--- config.mk ---
export PLATFORM = sky130hd
export DESIGN_NAME = quad_port_xchg
export DESIGN_NICKNAME = d
export VERILOG_FILES = /design/src/rtl/xchg_pkg.sv /design/src/rtl/xchg_flow_ctrl.sv /design/src/rtl/xchg_route_decode.sv /design/src/rtl/xchg_lane.sv /design/src/rtl/quad_port_xchg.sv
export SDC_FILE = /design/constraint.sdc
export NUM_CORES = 1
export LEC_CHECK = 0
export ABC_AREA = 1
export BUFFER_PORTS_ARGS = -buffer_cell sky130_fd_sc_hd__buf_2
export CORE_MARGIN = 5
export CORE_UTILIZATION = 50
export CTS_CLUSTER_DIAMETER = 80
export DETAILED_ROUTE_END_ITERATION = 10
export MAX_ROUTING_LAYER = met4
export PLACE_DENSITY = 0.86
export SLEW_MARGIN = 20
export SYNTH_ARGS = -nofsm -noshare
export SYNTH_HDL_FRONTEND = slang
export SYNTH_SLANG_ARGS = --single-unit
export TNS_END_PERCENT = 50
--- constraint.sdc ---
create_clock -name clk -period 2.3 [get_ports clk]
set_input_delay 0.69 -clock clk [delete_from_list [all_inputs] [get_ports clk]]
set_output_delay 0.69 -clock clk [all_outputs]
set_load 0.01 [all_outputs]
--- src/rtl/xchg_pkg.sv ---
// Package: shared types for the four-port exchanger.
// Holds the port indices, the hop record (one directed transfer) and the
// table that maps a 5-bit flow code to at most two hops.
package xchg_pkg;
    localparam int NPORT = 4;
    localparam int PW    = $clog2(NPORT);
    localparam int CW    = 5;
    localparam int HOPS  = 2;

    typedef logic [PW-1:0] port_t;

    localparam port_t PX0 = port_t'(0);
    localparam port_t PX1 = port_t'(1);
    localparam port_t PY0 = port_t'(2);
    localparam port_t PY1 = port_t'(3);

    typedef struct packed {
        logic  vld;
        port_t src;
        port_t dst;
    } hop_t;

    typedef hop_t [HOPS-1:0] hop_pair_t;

    // Build one valid hop from a source to a destination.
    function automatic hop_t mk(port_t s, port_t d);
        hop_t h;
        h.vld = 1'b1;
        h.src = s;
        h.dst = d;
        return h;
    endfunction

    // Flow code to hop pair; the unused and all-off codes give no hop.
    function automatic hop_pair_t hops_of(logic [CW-1:0] c);
        hop_pair_t h;
        h = '0;
        case (c)
            5'b01000: h = {mk(PX1, PX0), mk(PY0, PY1)};
            5'b01001: h[0] = mk(PX1, PX0);
            5'b01010: h[0] = mk(PY1, PY0);
            5'b01011: h = {mk(PX1, PX0), mk(PY1, PY0)};
            5'b01100: h = {mk(PX0, PX1), mk(PY0, PY1)};
            5'b01101: h[0] = mk(PX0, PX1);
            5'b01110: h[0] = mk(PY0, PY1);
            5'b01111: h = {mk(PX0, PX1), mk(PY1, PY0)};
            5'b10000: h = {mk(PX0, PY0), mk(PY1, PX1)};
            5'b10001: h[0] = mk(PX0, PY0);
            5'b10010: h[0] = mk(PX1, PY1);
            5'b10011: h = {mk(PX0, PY0), mk(PX1, PY1)};
            5'b10100: h = {mk(PY0, PX0), mk(PX1, PY1)};
            5'b10101: h[0] = mk(PY0, PX0);
            5'b10110: h[0] = mk(PY1, PX1);
            5'b10111: h = {mk(PY0, PX0), mk(PY1, PX1)};
            5'b11000: h = {mk(PY1, PX0), mk(PX1, PY0)};
            5'b11001: h[0] = mk(PY0, PX1);
            5'b11010: h[0] = mk(PY1, PX0);
            5'b11011: h = {mk(PY1, PX0), mk(PY0, PX1)};
            5'b11100: h = {mk(PX0, PY1), mk(PY0, PX1)};
            5'b11101: h[0] = mk(PX0, PY1);
            5'b11110: h[0] = mk(PX1, PY0);
            5'b11111: h = {mk(PX0, PY1), mk(PX1, PY0)};
            default:  h = '0;
        endcase
        return h;
    endfunction
endpackage

--- src/rtl/xchg_flow_ctrl.sv ---
// Flow-state register and blanking flag.
// Stores the flow code on edges with force_off and data_phase both low.
// The mute flag is set asynchronously by force_off and cleared only by a
// flow-load edge. Assumes data_phase and code_in are steady around edges.
module xchg_flow_ctrl
    import xchg_pkg::*;
(
    input  logic          clk,
    input  logic          rst_n,
    input  logic          force_off,
    input  logic          data_phase,
    input  logic [CW-1:0] code_in,
    output logic [CW-1:0] code_q,
    output logic          muted
);
    // Hold the flow code; only a flow-load edge outside blanking changes it.
    always_ff @(posedge clk) begin
        if (!rst_n)
            code_q <= '0;
        else if (!force_off && !data_phase)
            code_q <= code_in;
    end

    // Mute on force_off at once; release on the next flow-load edge.
    always_ff @(posedge clk or posedge force_off) begin
        if (force_off)
            muted <= 1'b1;
        else if (!rst_n)
            muted <= 1'b0;
        else if (!data_phase)
            muted <= 1'b0;
    end
endmodule

--- src/rtl/xchg_route_decode.sv ---
// Combinational route decode.
// Turns the held flow code into a destination mask and, per destination,
// the index of its source bus. Assumes a code never names one bus twice
// as a destination.
module xchg_route_decode
    import xchg_pkg::*;
(
    input  logic [CW-1:0]           code,
    output logic [NPORT-1:0]        dst_mask,
    output port_t [NPORT-1:0]       src_sel
);
    hop_pair_t hp;

    // Expand the hop pair into per-destination mask and source selects.
    always_comb begin
        hp       = hops_of(code);
        dst_mask = '0;
        src_sel  = '0;
        for (int k = 0; k < HOPS; k++) begin
            if (hp[k].vld) begin
                dst_mask[hp[k].dst] = 1'b1;
                src_sel[hp[k].dst]  = hp[k].src;
            end
        end
    end
endmodule

--- src/rtl/xchg_lane.sv ---
// One destination data register.
// Loads the selected bus input when told to and otherwise holds.
// Assumes src_sel is valid whenever load is high.
module xchg_lane
    import xchg_pkg::*;
#(
    parameter int DW = 9
) (
    input  logic                      clk,
    input  logic                      rst_n,
    input  logic                      load,
    input  port_t                     src_sel,
    input  logic [NPORT-1:0][DW-1:0]  bus_in,
    output logic [DW-1:0]             q
);
    // Capture the routed source on a data edge, clear on reset.
    always_ff @(posedge clk) begin
        if (!rst_n)
            q <= '0;
        else if (load)
            q <= bus_in[src_sel];
    end
endmodule

--- src/rtl/quad_port_xchg.sv ---
// Top: registered four-port bus exchanger.
// A flow code chosen by data_phase=0 edges sets up to two transfers; edges
// with data_phase=1 move data into the destination registers. force_off
// blanks all enables asynchronously. Bus index order: X0, X1, Y0, Y1.
module quad_port_xchg
    import xchg_pkg::*;
#(
    parameter int DW = 9
) (
    input  logic          clk,
    input  logic          rst_n,
    input  logic          force_off,
    input  logic          data_phase,
    input  logic [CW-1:0] flow_code,
    input  logic [DW-1:0] x0_in,
    output logic [DW-1:0] x0_out,
    output logic          x0_oe,
    input  logic [DW-1:0] x1_in,
    output logic [DW-1:0] x1_out,
    output logic          x1_oe,
    input  logic [DW-1:0] y0_in,
    output logic [DW-1:0] y0_out,
    output logic          y0_oe,
    input  logic [DW-1:0] y1_in,
    output logic [DW-1:0] y1_out,
    output logic          y1_oe
);
    logic [NPORT-1:0][DW-1:0] in_vec;
    logic [NPORT-1:0][DW-1:0] q_vec;
    logic [NPORT-1:0]         oe_vec;
    logic [NPORT-1:0]         dst_mask;
    port_t [NPORT-1:0]        src_sel;
    logic [CW-1:0]            code_q;
    logic                     muted;

    assign in_vec = {y1_in, y0_in, x1_in, x0_in};

    xchg_flow_ctrl u_flow (
        .clk        (clk),
        .rst_n      (rst_n),
        .force_off  (force_off),
        .data_phase (data_phase),
        .code_in    (flow_code),
        .code_q     (code_q),
        .muted      (muted)
    );

    xchg_route_decode u_dec (
        .code     (code_q),
        .dst_mask (dst_mask),
        .src_sel  (src_sel)
    );

    for (genvar d = 0; d < NPORT; d++) begin : g_lane
        xchg_lane #(.DW(DW)) u_lane (
            .clk     (clk),
            .rst_n   (rst_n),
            .load    (data_phase & dst_mask[d]),
            .src_sel (src_sel[d]),
            .bus_in  (in_vec),
            .q       (q_vec[d])
        );
        // Enable a destination only when not blanked.
        assign oe_vec[d] = dst_mask[d] & ~muted & ~force_off;
    end

    assign x0_out = q_vec[0];
    assign x1_out = q_vec[1];
    assign y0_out = q_vec[2];
    assign y1_out = q_vec[3];
    assign x0_oe  = oe_vec[0];
    assign x1_oe  = oe_vec[1];
    assign y0_oe  = oe_vec[2];
    assign y1_oe  = oe_vec[3];
endmodule

==> impl_metrics.py <==
metrics = {
    "pwr": {
        "power.leakage_uw": 0.00193,
        "ir_drop_v": 0.000316,
        "power_density_nw_per_um2": 540,
    },
    "yosys": {
        "synth_nets": 507,
        "synthDistinctLibCells": 30,
        "avgSynthCellArea_um2": 6.33,
        "ys_seq_elements": 42,
        "yosysTopAreaCell": "dfxtp_1",
        "synth_top_area_share_pct": 28.1,
        "synth_seq_area_share_pct": 29.0,
        "synth_area_um2": 2930,
        "syn_inst": 462,
        "yosys-top-cells-area": "dfxtp_1 28%, o21ai_0 11%, nand3_1 8.9%",
        "yosysWarnings": 0,
    },
    "final_layout": {
        "nets": 609,
        "multi_input_area_um2": 1870,
        "ff_latch_area_um2": 866,
        "n_antenna_cell": 0,
        "stdcell_count": 637,
        "area_growth_pct": 32.8,
        "drive_gt1_share_pct": 33.5,
        "fillers": 532,
        "final_util_pct": 69.3,
    },
    "setup_path": {
        "cp.depth": 10,
        "reg2reg_depth": 19,
        "critPathTopFamily": "simple AND/OR/NAND/NOR gates",
        "worstSetupPathType": "flop to output pin",
        "start_kind": "flop",
        "crit_required_ns": 1.61,
        "crit_fanout": 6,
        "cpPeakStageDelay_ns": 0.38,
        "worstPathBufferInverterCount": 3,
        "cp.arrival_ns": 1.80,
        "slowest_stage": "dfxtp_4",
        "worstPathCellList": "nor2_4, nand3_2, nand2_4, nor2_4, nand3_4, inv_1, o21ai_1, inv_1, nor2_1, buf_2",
        "end_kind": "output pin",
    },
    "clock_tree": {
        "clk_pin_slew_ns": 0.08,
        "cts-root-buf": "clkbuf_8",
        "cts_tree": "yes",
        "cts_buffers": 5,
        "ctsHoldBuffers": 0,
        "clkLatencyLatePin_ns": 0.30,
        "clock_sinks": 42,
        "clockBufferDepth": 2,
        "htree_levels": 2,
    },
    "flow_run": {
        "drv_cap": 0,
    },
    "drt": {
        "viasPerCell": 5.76,
        "dr.pass1.iters": 8,
        "drc": 0,
        "ant_nets": 0,
        "wl_mm": 10.5,
        "wire_per_inst_um": 16.5,
        "vias": 3672,
        "drtIter0Drc": 340,
    },
    "sta": {
        "hold_violations": 0,
        "whs_ns": 0.402,
        "setup_slack_ns": -0.185,
        "final_max_slew_viol_count": 0,
        "skew_ns": 0.0108,
        "finalSetupViolCount": 9,
        "timing.final.crit_share_pct": 108,
        "worst_pin_slew_ns": 0.346,
        "relSlewSlack_pct": 76.7,
        "final.min_clock_period_ns": 2.49,
        "max_freq_ghz": 0.402,
        "fin_setup_tns_ns": -0.531,
        "rsz0062_at_grt": "yes",
    },
    "floorplan": {
        "die_w_um": 86.5,
        "die_area_um2": 7480,
        "start_util_pct": 52.2,
        "core_area_um2": 5610,
        "die-height_um": 86.5,
        "std_cell_rows": 27,
        "io_pins": 85,
    },
    "global_routing": {
        "first_global_vias": 3327,
        "grt_max_degree": 29,
        "antenna_found_initial": 0,
        "grt_pass1_wl_mm": 16.5,
        "grt.overflow.total": 0,
        "grt_use_total_pct": 28.6,
    },
    "status": {
        "run_status": "finished with violations",
        "violations": "setup timing",
    },
    "placed_design": {
        "gp_congestion": 0.981,
        "hpwlAfterDp_mm": 7.71,
        "port_buffers": 84,
        "pre_cts_ws_ns": 0.0504,
        "placedCellCount": 613,
    },
    "hold_path": {
        "hp-class": "input port to async pin",
    },
}
## state kept, by name (all words and copies together), names as in the netlist
register / flops
g_lane.u_lane.q: 36
u_flow.code_q: 5
u_flow.muted: 1
## cell families after synthesis
kind of cell	Yosys count	share of synthesized area, %
AND/OR/NAND/NOR	187	30.7
flip-flops	42	29.0
buffers and inverters	90	13.6
AO/OA/AOI/OAI	143	26.8
## layout by cell type (no fill, tap or decap), drive strengths merged, types with 5 or more instances in the layout
master  synthesis  routed
a21oi          43      43
a31oi          18      18
buf            16     118
clkbuf          8       7
clkinv          3       5
dfxtp          41      41
inv            63      62
nand2          69      69
nand3          56      56
nand4          10      10
nor2           48      48
o211ai          9       9
o21ai          70      70
## cell usage after synthesis (all sizes together)
cell / n
nand3: 56
dfstp: 1
a22oi: 1
a21oi: 43
a31oi: 18
nor3: 4
o2111ai: 1
dfxtp: 41
nand4: 10
o211ai: 9
o22ai: 1
nor2: 48
inv: 63
o21ai: 70
buf: 16
clkinv: 3
nand2: 69
clkbuf: 8
## layer usage
layer / up-vias / share of wire (%) / global-route usage [%]
met4: 0 / 2.9 / 8.36
met3: 28 / 9.4 / 4.28
met5: - / 0 / -
li1: 1779 / - / -
met2: 226 / 44 / 43.5
met1: 1639 / 43 / 39.2
## final cells by class
type / instances / area share, %
clock buffer: 6 / 2.12
clock inverter: 2 / 0.322
inverter: 66 / 6.60
multi-input combinational: 330 / 48.0
sequential: 42 / 22.3
tap: 72 / 2.32
timing repair buffer: 119 / 18.4
## through the flow
step | power (uW) | area [um^2]
after floorplan | 1260 | 2930
after global placement | 1470 | 3440
after detailed placement | 1480 | 3440
after CTS | 2030 | 3790
after global routing | 2210 | 3890
final | 2100 | 3890
## path summary, 6_finish.rpt
check / start / endpoint / slack, ns
worst max-delay path: u_flow.code_q[1] / y0_oe / -0.19
worst min-delay path: force_off / u_flow.muted / 0.40
worst max register to register: u_flow.code_q[2] / g_lane[0].u_lane.q[1] / -0.03
worst min register to register: u_flow.muted / u_flow.muted / 0.49
max in group asynchronous: force_off / u_flow.muted / 1.88
min in group clk: u_flow.muted / u_flow.muted / 0.49
## what timing repair did
item / 4_1_cts / 5_1_grt
pin swaps: 13 / 4
endpoints found under the setup margin: 4 / 15
setup buffers: 11 / 4
cloned: 0 / 1
gates resized for setup: 55 / 8
## power by group
group / leakage, uW / total (uW) / switching (uW) / internal (uW)
sequential: 0.000348 / 828 / 41.7 / 787
clock: 0.0000472 / 511 / 270 / 242
combinational: 0.00153 / 757 / 463 / 294
Note: power is estimated with default switching activity, not from simulation.
